## src/rtl/xcvr_pkg.sv

```systemverilog
// Package: shared definitions for the byte transceiver register block.
// Assumes: status bit positions are fixed and decoded by software.
package xcvr_pkg;
    localparam int ST_TX_BUSY = 0;
    localparam int ST_RX_FULL = 1;
    localparam int ST_RX_OVR  = 2;
    localparam int ST_USED    = 3;

    typedef enum logic [1:0] {
        SEL_NONE = 2'd0,
        SEL_STAT = 2'd1,
        SEL_TXD  = 2'd2,
        SEL_RXD  = 2'd3
    } rsel_e;
endpackage

```

## src/rtl/xcvr_decode.sv

```systemverilog
// Module: address decoder. Turns bus address and strobes into per-register
// write strobes and a read select.
// Assumes: the three addresses are distinct and fit in ADDR_W bits.
module xcvr_decode #(
    parameter int ADDR_W    = 8,
    parameter int STAT_ADDR = 97,
    parameter int TXD_ADDR  = 98,
    parameter int RXD_ADDR  = 99
) (
    input  logic              bus_wr,
    input  logic              bus_rd,
    input  logic [ADDR_W-1:0] bus_addr,
    output logic              wr_stat,
    output logic              wr_txd,
    output xcvr_pkg::rsel_e   rsel
);
    import xcvr_pkg::*;

    localparam logic [ADDR_W-1:0] A_STAT = ADDR_W'(STAT_ADDR);
    localparam logic [ADDR_W-1:0] A_TXD  = ADDR_W'(TXD_ADDR);
    localparam logic [ADDR_W-1:0] A_RXD  = ADDR_W'(RXD_ADDR);

    // Write strobes: one per writable register.
    always_comb begin
        wr_stat = bus_wr && (bus_addr == A_STAT);
        wr_txd  = bus_wr && (bus_addr == A_TXD);
    end

    // Read select: which register drives read data, none when not reading.
    always_comb begin
        rsel = SEL_NONE;
        if (bus_rd) begin
            if (bus_addr == A_STAT)     rsel = SEL_STAT;
            else if (bus_addr == A_TXD) rsel = SEL_TXD;
            else if (bus_addr == A_RXD) rsel = SEL_RXD;
        end
    end
endmodule

```

## src/rtl/xcvr_tx_path.sv

```systemverilog
// Module: outgoing side. Holds the outgoing byte and the busy bit, drives the
// valid/ready handshake and the transfer-complete interrupt.
// Assumes: start and load requests arrive as one-cycle strobes from the decoder.
module xcvr_tx_path #(
    parameter int DATA_W = 8
) (
    input  logic              clk,
    input  logic              rst_n,
    input  logic              wr_stat,
    input  logic              wr_txd,
    input  logic [DATA_W-1:0] wdata,
    input  logic              tx_ready,
    output logic              tx_valid,
    output logic [DATA_W-1:0] tx_data,
    output logic              busy,
    output logic              irq_tx
);
    import xcvr_pkg::*;

    logic              busy_q;
    logic [DATA_W-1:0] data_q;
    logic              irq_q;
    logic              start;
    logic              done;

    // Event decode: software start request and handshake completion.
    always_comb begin
        start = wr_stat && wdata[ST_TX_BUSY] && !busy_q;
        done  = busy_q && tx_ready;
    end

    // Busy bit: set only by software, cleared only by the device.
    always_ff @(posedge clk) begin
        if (!rst_n)     busy_q <= 1'b0;
        else if (start) busy_q <= 1'b1;
        else if (done)  busy_q <= 1'b0;
    end

    // Outgoing byte: loads only while idle.
    always_ff @(posedge clk) begin
        if (!rst_n)                 data_q <= '0;
        else if (wr_txd && !busy_q) data_q <= wdata;
    end

    // Completion interrupt: set on done, cleared by any status write, set wins.
    always_ff @(posedge clk) begin
        if (!rst_n)       irq_q <= 1'b0;
        else if (done)    irq_q <= 1'b1;
        else if (wr_stat) irq_q <= 1'b0;
    end

    assign tx_valid = busy_q;
    assign tx_data  = data_q;
    assign busy     = busy_q;
    assign irq_tx   = irq_q;

    AST_TX_HOLD: assert property (@(posedge clk) disable iff (!rst_n)
        (tx_valid && !tx_ready) |=> tx_valid);
    AST_TX_DONE: assert property (@(posedge clk) disable iff (!rst_n)
        (tx_valid && tx_ready) |=> (!tx_valid && irq_tx));
    AST_TXD_LOCK: assert property (@(posedge clk) disable iff (!rst_n)
        busy_q |=> $stable(tx_data));
    AST_IRQ_TX_KEEP: assert property (@(posedge clk) disable iff (!rst_n)
        (irq_tx && !wr_stat) |=> irq_tx);
endmodule

```

## src/rtl/xcvr_rx_path.sv

```systemverilog
// Module: incoming side. Captures each strobed byte and keeps the full,
// overrun and arrival-interrupt flags.
// Assumes: the receiver never stalls; a byte is taken on every strobe.
module xcvr_rx_path #(
    parameter int DATA_W = 8
) (
    input  logic              clk,
    input  logic              rst_n,
    input  logic              rx_valid,
    input  logic [DATA_W-1:0] rx_data,
    input  logic              wr_stat,
    input  logic              keep_full,
    output logic [DATA_W-1:0] rx_byte,
    output logic              full,
    output logic              ovr,
    output logic              irq_rx
);
    logic [DATA_W-1:0] byte_q;
    logic              full_q;
    logic              ovr_q;
    logic              irq_q;
    logic              ack;

    // Software acknowledge: a status write with the full bit written as zero.
    always_comb ack = wr_stat && !keep_full;

    // Incoming byte: always the last byte taken from the line.
    always_ff @(posedge clk) begin
        if (!rst_n)        byte_q <= '0;
        else if (rx_valid) byte_q <= rx_data;
    end

    // Full bit: set by the device, cleared by software, arrival wins.
    always_ff @(posedge clk) begin
        if (!rst_n)        full_q <= 1'b0;
        else if (rx_valid) full_q <= 1'b1;
        else if (ack)      full_q <= 1'b0;
    end

    // Overrun bit: sticky, cleared by any status write, arrival wins.
    always_ff @(posedge clk) begin
        if (!rst_n)                  ovr_q <= 1'b0;
        else if (rx_valid && full_q) ovr_q <= 1'b1;
        else if (wr_stat)            ovr_q <= 1'b0;
    end

    // Arrival interrupt: raised on capture, dropped on acknowledge.
    always_ff @(posedge clk) begin
        if (!rst_n)        irq_q <= 1'b0;
        else if (rx_valid) irq_q <= 1'b1;
        else if (ack)      irq_q <= 1'b0;
    end

    assign rx_byte = byte_q;
    assign full    = full_q;
    assign ovr     = ovr_q;
    assign irq_rx  = irq_q;

    AST_RX_CAPTURE: assert property (@(posedge clk) disable iff (!rst_n)
        rx_valid |=> (full && irq_rx && rx_byte == $past(rx_data)));
    AST_RX_OVERRUN: assert property (@(posedge clk) disable iff (!rst_n)
        (rx_valid && full) |=> ovr);
    AST_RX_NO_SW_SET: assert property (@(posedge clk) disable iff (!rst_n)
        (!rx_valid && !full) |=> !full);
    AST_RX_ACK: assert property (@(posedge clk) disable iff (!rst_n)
        (ack && !rx_valid) |=> (!full && !irq_rx));
endmodule

```

## src/rtl/xcvr_regs.sv

```systemverilog
// Module: top of the byte transceiver register block. Connects the decoder,
// the outgoing and incoming paths, and muxes bus read data.
// Assumes: DATA_W >= 3 so that the three status bits fit; reads are free of
// side effects and read data is combinational from the address.
module xcvr_regs #(
    parameter int ADDR_W    = 8,
    parameter int DATA_W    = 8,
    parameter int STAT_ADDR = 97,
    parameter int TXD_ADDR  = 98,
    parameter int RXD_ADDR  = 99
) (
    input  logic              clk,
    input  logic              rst_n,
    input  logic [ADDR_W-1:0] bus_addr,
    input  logic              bus_wr,
    input  logic [DATA_W-1:0] bus_wdata,
    input  logic              bus_rd,
    output logic [DATA_W-1:0] bus_rdata,
    output logic              tx_valid,
    input  logic              tx_ready,
    output logic [DATA_W-1:0] tx_data,
    input  logic              rx_valid,
    input  logic [DATA_W-1:0] rx_data,
    output logic              irq_tx,
    output logic              irq_rx
);
    import xcvr_pkg::*;

    localparam int PAD_W = DATA_W - ST_USED;

    logic              wr_stat;
    logic              wr_txd;
    rsel_e             rsel;
    logic              busy;
    logic              full;
    logic              ovr;
    logic [DATA_W-1:0] rx_byte;
    logic [DATA_W-1:0] status;

    xcvr_decode #(
        .ADDR_W(ADDR_W), .STAT_ADDR(STAT_ADDR),
        .TXD_ADDR(TXD_ADDR), .RXD_ADDR(RXD_ADDR)
    ) u_dec (
        .bus_wr(bus_wr), .bus_rd(bus_rd), .bus_addr(bus_addr),
        .wr_stat(wr_stat), .wr_txd(wr_txd), .rsel(rsel)
    );

    xcvr_tx_path #(.DATA_W(DATA_W)) u_tx (
        .clk(clk), .rst_n(rst_n), .wr_stat(wr_stat), .wr_txd(wr_txd),
        .wdata(bus_wdata), .tx_ready(tx_ready), .tx_valid(tx_valid),
        .tx_data(tx_data), .busy(busy), .irq_tx(irq_tx)
    );

    xcvr_rx_path #(.DATA_W(DATA_W)) u_rx (
        .clk(clk), .rst_n(rst_n), .rx_valid(rx_valid), .rx_data(rx_data),
        .wr_stat(wr_stat), .keep_full(bus_wdata[ST_RX_FULL]),
        .rx_byte(rx_byte), .full(full), .ovr(ovr), .irq_rx(irq_rx)
    );

    // Status word: three live bits, upper bits tied to zero.
    always_comb status = {{PAD_W{1'b0}}, ovr, full, busy};

    // Read mux: selected register or zero.
    always_comb begin
        case (rsel)
            SEL_STAT: bus_rdata = status;
            SEL_TXD:  bus_rdata = tx_data;
            SEL_RXD:  bus_rdata = rx_byte;
            default:  bus_rdata = '0;
        endcase
    end

    // Read-data guard: upper status bits and idle bus read as zero.
    always_comb begin
        if (rst_n && rsel == SEL_STAT)
            AST_STAT_UPPER_ZERO: assert (bus_rdata[DATA_W-1:ST_USED] == '0);
        if (rst_n && !bus_rd)
            AST_IDLE_READ_ZERO: assert (bus_rdata == '0);
    end

    AST_RESET_QUIET: assert property (@(posedge clk)
        !rst_n |=> (!tx_valid && !irq_tx && !irq_rx));
endmodule

```

## config.mk

```make
export PLATFORM = sky130hd
export DESIGN_NAME = xcvr_regs
export DESIGN_NICKNAME = d
export VERILOG_FILES = /design/src/rtl/xcvr_pkg.sv /design/src/rtl/xcvr_decode.sv /design/src/rtl/xcvr_tx_path.sv /design/src/rtl/xcvr_rx_path.sv /design/src/rtl/xcvr_regs.sv
export SDC_FILE = /design/constraint.sdc
export NUM_CORES = 1
export LEC_CHECK = 0
export BUFFER_PORTS_ARGS = -buffer_cell sky130_fd_sc_hd__buf_2
export CORE_MARGIN = 3
export CORE_UTILIZATION = 40
export CTS_CLUSTER_DIAMETER = 80
export DETAILED_ROUTE_END_ITERATION = 16
export PLACE_DENSITY_LB_ADDON = 0.15
export SLEW_MARGIN = 20
export SYNTH_ARGS = -nofsm -noshare
export SYNTH_HDL_FRONTEND = slang
export SYNTH_HIERARCHICAL = 1
export SYNTH_SLANG_ARGS = --single-unit
```

## constraint.sdc

```tcl
create_clock -name clk -period 3.4 [get_ports clk]
set_clock_uncertainty 0.1 [all_clocks]
set_input_delay 0.17 -clock clk [delete_from_list [all_inputs] [get_ports clk]]
set_output_delay 0.17 -clock clk [all_outputs]
set_load 0.1 [all_outputs]
```

Word-level counts from Yosys, hierarchy flattened:

Index checks and enable logic that the tools add are counted.

* muxes and demuxes: 12
* reduce and logical (&&, ||, !) cells: 14
* equal/unequal tests: 6

Operator list (number)
* 8-bit by 7-bit == test with 1-bit output (second input constant): 3
* 8-bit one-hot mux with 3 select lines: 1
* 1-bit logical AND: 8
* 2-bit two-way mux: 4
* 2-bit nonzero test: 4
* 1-bit two-way mux: 7
* 2-bit == test (second input constant): 2
* 2-bit by 1-bit == test with 1-bit output (second input constant): 1
* 1-bit zero test: 2

* output and inout port bits: 19
* flip-flop bits (word level): 20
* logic and storage cells: 38

Logic depth before layout (Yosys ltp):

* depth in word-level cells: 7
* depth in mapped cells: 5
* depth with buffers taken out: 4

Hierarchy:

Netlist, hierarchy kept.

By module, submodules not included
* xcvr_tx_path: seq. area each 200.2 um^2, cells an instance 45, area each 424.2 um^2, instances 1
* xcvr_rx_path: seq. area each 200.2 um^2, cells an instance 34, area each 382.9 um^2, instances 1
* xcvr_regs: seq. area each 0.0 um^2, cells an instance 18, area each 162.7 um^2, instances 1
* xcvr_decode: seq. area each 0.0 um^2, cells an instance 9, area each 58.8 um^2, instances 1

Least setup slack after synthesis:

Ideal clock, no wire load.

* kind: input to output
* from: in bus_addr[4]
* to: out bus_rdata[3]
* arrival: 2613 ps
* setup slack: 517 ps
* cell stages on the path: 3
* path buffers: 0
* data required time: 3130 ps
* cell sequence: or4b_4 -> nor3_1 -> nor2b_1

* word-level cells in the longest chain between the ends: 7
* elaborated cells between the ends (all ways): 11
* classes of those cells: eq/ne: 6; mux: 5

RTL lines
* from (decl): line xcvr_regs.sv:14 `input logic [ADDR_W-1:0] bus_addr,`
* 8-bit by 7-bit == test with 1-bit output: line xcvr_decode.sv:35 `else if (bus_addr == A_RXD) rsel = SEL_RXD;`
* 2-bit two-way mux: line xcvr_decode.sv:35
* 2-bit two-way mux: line xcvr_decode.sv:34 `else if (bus_addr == A_TXD) rsel = SEL_TXD;`
* 2-bit two-way mux (*): line xcvr_decode.sv:33 `if (bus_addr == A_STAT) rsel = SEL_STAT;`
* 2-bit two-way mux (*): line xcvr_decode.sv:32 `if (bus_rd) begin`
* net rsel[1]: line xcvr_regs.sv:33 `rsel_e rsel;`
* 2-bit == test or 2-bit by 1-bit == test with 1-bit output (tied branches): line xcvr_regs.sv:65 `case (rsel)`
* 8-bit one-hot mux with 3 select lines (*): line xcvr_regs.sv:65
* to (decl): line xcvr_regs.sv:18 `output logic [DATA_W-1:0] bus_rdata,`

Mark *: on every way through the listed nets, which the timed path passes. The rest lies on a longest branch.

Final worst setup path:

* from: in bus_addr[4]
* to: out bus_rdata[0]

Same word-level chain as after synthesis.

==> summary.md <==
| Metric | Value |
|---|---|
| DR pass1 iterations | `4` |
| Layout cells sized above 1 | `35.8%` |
| Register Area | `400 um^2` |
| Fillers | `228` |
| Warning count from the yosys run | `6` |
| DRC errors left | `0` |
| CP Buf/Inv Count | `3` |
| Area occupied by multi-input gates | `558 um^2` |
| Starting Density | `44.4%` |
| Min Tclk post-route | `2.31 ns` |
| Top delay family on crit path | `simple AND/OR/NAND/NOR gates` |
| Final Hold Viols | `0` |
| CP dominant cell by count | `buf_2` |
| Final Power | `0.500 mW` |
| RSZ-0062 raised after global routing | `false` |
| Synth unique cells | `21` |
| Max H-tree Level | `1` |
| Final setup fails | `0` |
| Row count | `17` |
| Worst VDD drop | `0.177 mV` |
| Commonest cells in the synthesized netlist | `21 x mux2i_1, 20 x dfxtp_1, 19 x nand2_1, 14 x nor2b_1, 4 x buf_6` |
| Clk_lat worst skew | `0.30 ns` |
| FFs w/ async S/R, synth | `0%` |
| Clock sinks | `20` |
| DR WL/cell | `12.7 um` |
| Crit. Startpoint | `bus_addr[4]` |
| Final cycle utilization of the critical path | `67.9%` |
| PostCTS Resize Cnt | `0` |
| Largest net degree at the start of global routing | `30` |
| Worst-case reg-to-reg path depth | `2` |
| Vias in the first global route | `958` |
| Cell chain of the critical path | `buf_2, or4b_4, nor3_2, buf_4, nor2b_1, a22o_1, buf_2` |
| Crit path max fanout | `9` |
| Core Box Area | `0.00232 mm^2` |
| Area share of the largest cell type after synthesis | `38.9%` |
| Top Ports | `49` |
| Mean Syn Cell Area | `9.70 um^2` |
| ANT cells | `0` |
| CP Launch Type | `input port` |
| WS Path Type | `input port to primary output` |
| Seq/Total Area, Yosys | `38.9%` |
| Vias per cell | `4.88` |
| Post-Syn Instances | `106` |
| Largest cells by area after synthesis | `dfxtp_1 39%, mux2i_1 20%, nor2b_1 8.5%, nand2_1 6.9%, buf_6 4.4%` |
| Initial antenna violation count | `0` |
| CP arrival | `2.04 ns` |
| Seq cells post-synth | `20` |
| LEAKAGE | `0.641 nW` |
| Fin Setup TNS | `0 ns` |
| Status | `finished, final reports clean` |
| Clock buffer count from CTS | `3` |
| CP Capture Point | `bus_rdata[0]` |
| Final WL | `2.42 mm` |
| Post-CTS Hold Buffers | `7` |
| Die W | `56.7 um` |
| Syn Nets | `136` |
| Area Growth Syn to Fin | `36.0%` |
| Power Density | `357 mW/mm^2` |
| Worst setup EP type | `primary output` |
| Antenna-violating nets left | `0` |
| FMAX | `0.433 GHz` |
| Worst R2R Setup Slack | `2.10 ns` |
| Maxcap violations | `0` |
| DIE AREA | `0.00322 mm^2` |
| Crit path max-delay cell type | `or4b_4` |
| Rel. slew slack | `60.5%` |
| Chip height | `56.7 um` |
| Overall global routing resource usage | `15.7%` |
| Ys flop type | `dfxtp_1` |
| Initial DRC Count | `14` |
| Cell taking the most area after synthesis | `dfxtp_1` |
| IO Port Bufs | `48` |
| GPL Wtd Cong | `0.767` |
| Post-synth EDFFs | `0` |
| Nets | `193` |
| Remaining global-route overflow | `0` |
| Setup Buffers After CTS | `0` |
| CTS tree | `done` |
| RR Endpoint | `u_tx/tx_data[7]$_SDFFE_PN0P_` |
| Clock Tree Root | `clkbuf_4` |
| Reg2Reg Launch Point | `u_tx/busy$_SDFFE_PN0P_` |
| CTS max path bufs | `2` |
| Fin. max-slew vios | `0` |
| Clk pin slew, worst setup/hold paths | `0.12 ns` |
| Worst Path Required | `3.13 ns` |
| Worst Hold Class | `input port to flop` |
| Slew @ Worst Pin | `0.590 ns` |
| Global-route wire length before repair | `4.02 mm` |
| Most numerous cell in the Yosys netlist | `mux2i_1` |
| Vias | `928` |
| Worst path max stage delay | `0.55 ns` |
| Detailed placement HPWL | `1.79 mm` |
| Mapped Area | `0.00103 mm^2` |
| Cell depth of the worst setup path | `7` |
worst min-delay path by stage:
stage	cells after the start	slack (ns)	end	start
global placement	3	0.32	u_tx/tx_data[5]$_SDFFE_PN0P_	bus_wdata[5]
finish	3	0.03	u_rx/rx_byte[2]$_SDFFE_PN0P_	rx_data[2]
detailed placement	3	0.33	u_tx/tx_data[3]$_SDFFE_PN0P_	bus_wdata[3]
global route	3	0.02	u_rx/rx_byte[5]$_SDFFE_PN0P_	rx_data[5]
CTS	3	0.01	u_rx/rx_byte[3]$_SDFFE_PN0P_	rx_data[3]
floorplan	1	0.20	u_rx/rx_byte[0]$_SDFFE_PN0P_	rst_n
registers in the layout (all words and copies together) (netlist names):
register and flops:
u_rx/rx_byte 8, u_tx/tx_data 8, u_rx/irq_rx 1, u_rx/ovr 1
u_tx/busy 1, u_tx/irq_tx 1
tightest hold or removal path: cells and delay by family:
kind	cells	cell delay, ns
buffers and inverters	1	0.07
muxes	1	0.05
and+or+nand+nor	1	0.10
stage by stage:
step / instances / utilization [%] / worst slack, ns / area [um^2] / hold slack, ns
detailed placement: 177 / 54.2 / 1.09 / 1260 / 0.326
global route: 190 / 60.3 / 1.02 / 1400 / 0.0154
CTS: 188 / 59.5 / 1.09 / 1380 / 0.0115
global placement: 177 / 54.2 / 1.10 / 1260 / 0.316
finish: 190 / 60.3 / 1.09 / 1400 / 0.0309
floorplan: 106 / - / 0.517 / 1030 / 0.198
layout make-up:
class | instances | share of cell area (%)
Clock inverter | 1 | 2.15
Tap cell | 28 | 2.50
Multi-Input combinational cell | 77 | 39.9
Clock buffer | 3 | 1.61
Timing Repair Buffer | 59 | 24.7
Sequential cell | 20 | 28.6
Inverter | 2 | 0.537
cells in the final DEF, fill, tap and decap left out, types with 2 or more instances in the layout:
cell type and count:
a21boi_0 2, a22o_1 3, buf_2 48, buf_4 2
clkbuf_4 3, dfxtp_1 20, dlygate4sd3_1 9, inv_1 2
mux2_1 2, mux2i_1 21, nand2_1 19, nand2b_1 2
nand3b_1 3, nor2b_1 14, nor4_1 2
where the power goes:
part / switching [mW] / leakage, nW / internal (mW)
Clock: 0.0758 / 0.0279 / 0.119
Sequential: 0.00397 / 0.163 / 0.242
Combinational: 0.0289 / 0.450 / 0.0304
logic make-up after synthesis:
| logic type | synth area share (%) |
|---|---|
| compound gates | 4.50 |
| buf+inv | 7.30 |
| flops | 38.9 |
| mux | 24.1 |
| simple gates | 25.2 |
routing by layer:
layer	track usage (%)	vias up	part of all wire, %
met1	16.6	432	41
met4	6.10	0	0.58
met3	2.99	2	6.2
met2	29.9	22	52
met5	0	-	0
li1	-	472	-
Power figures use the tool's default switching activity.
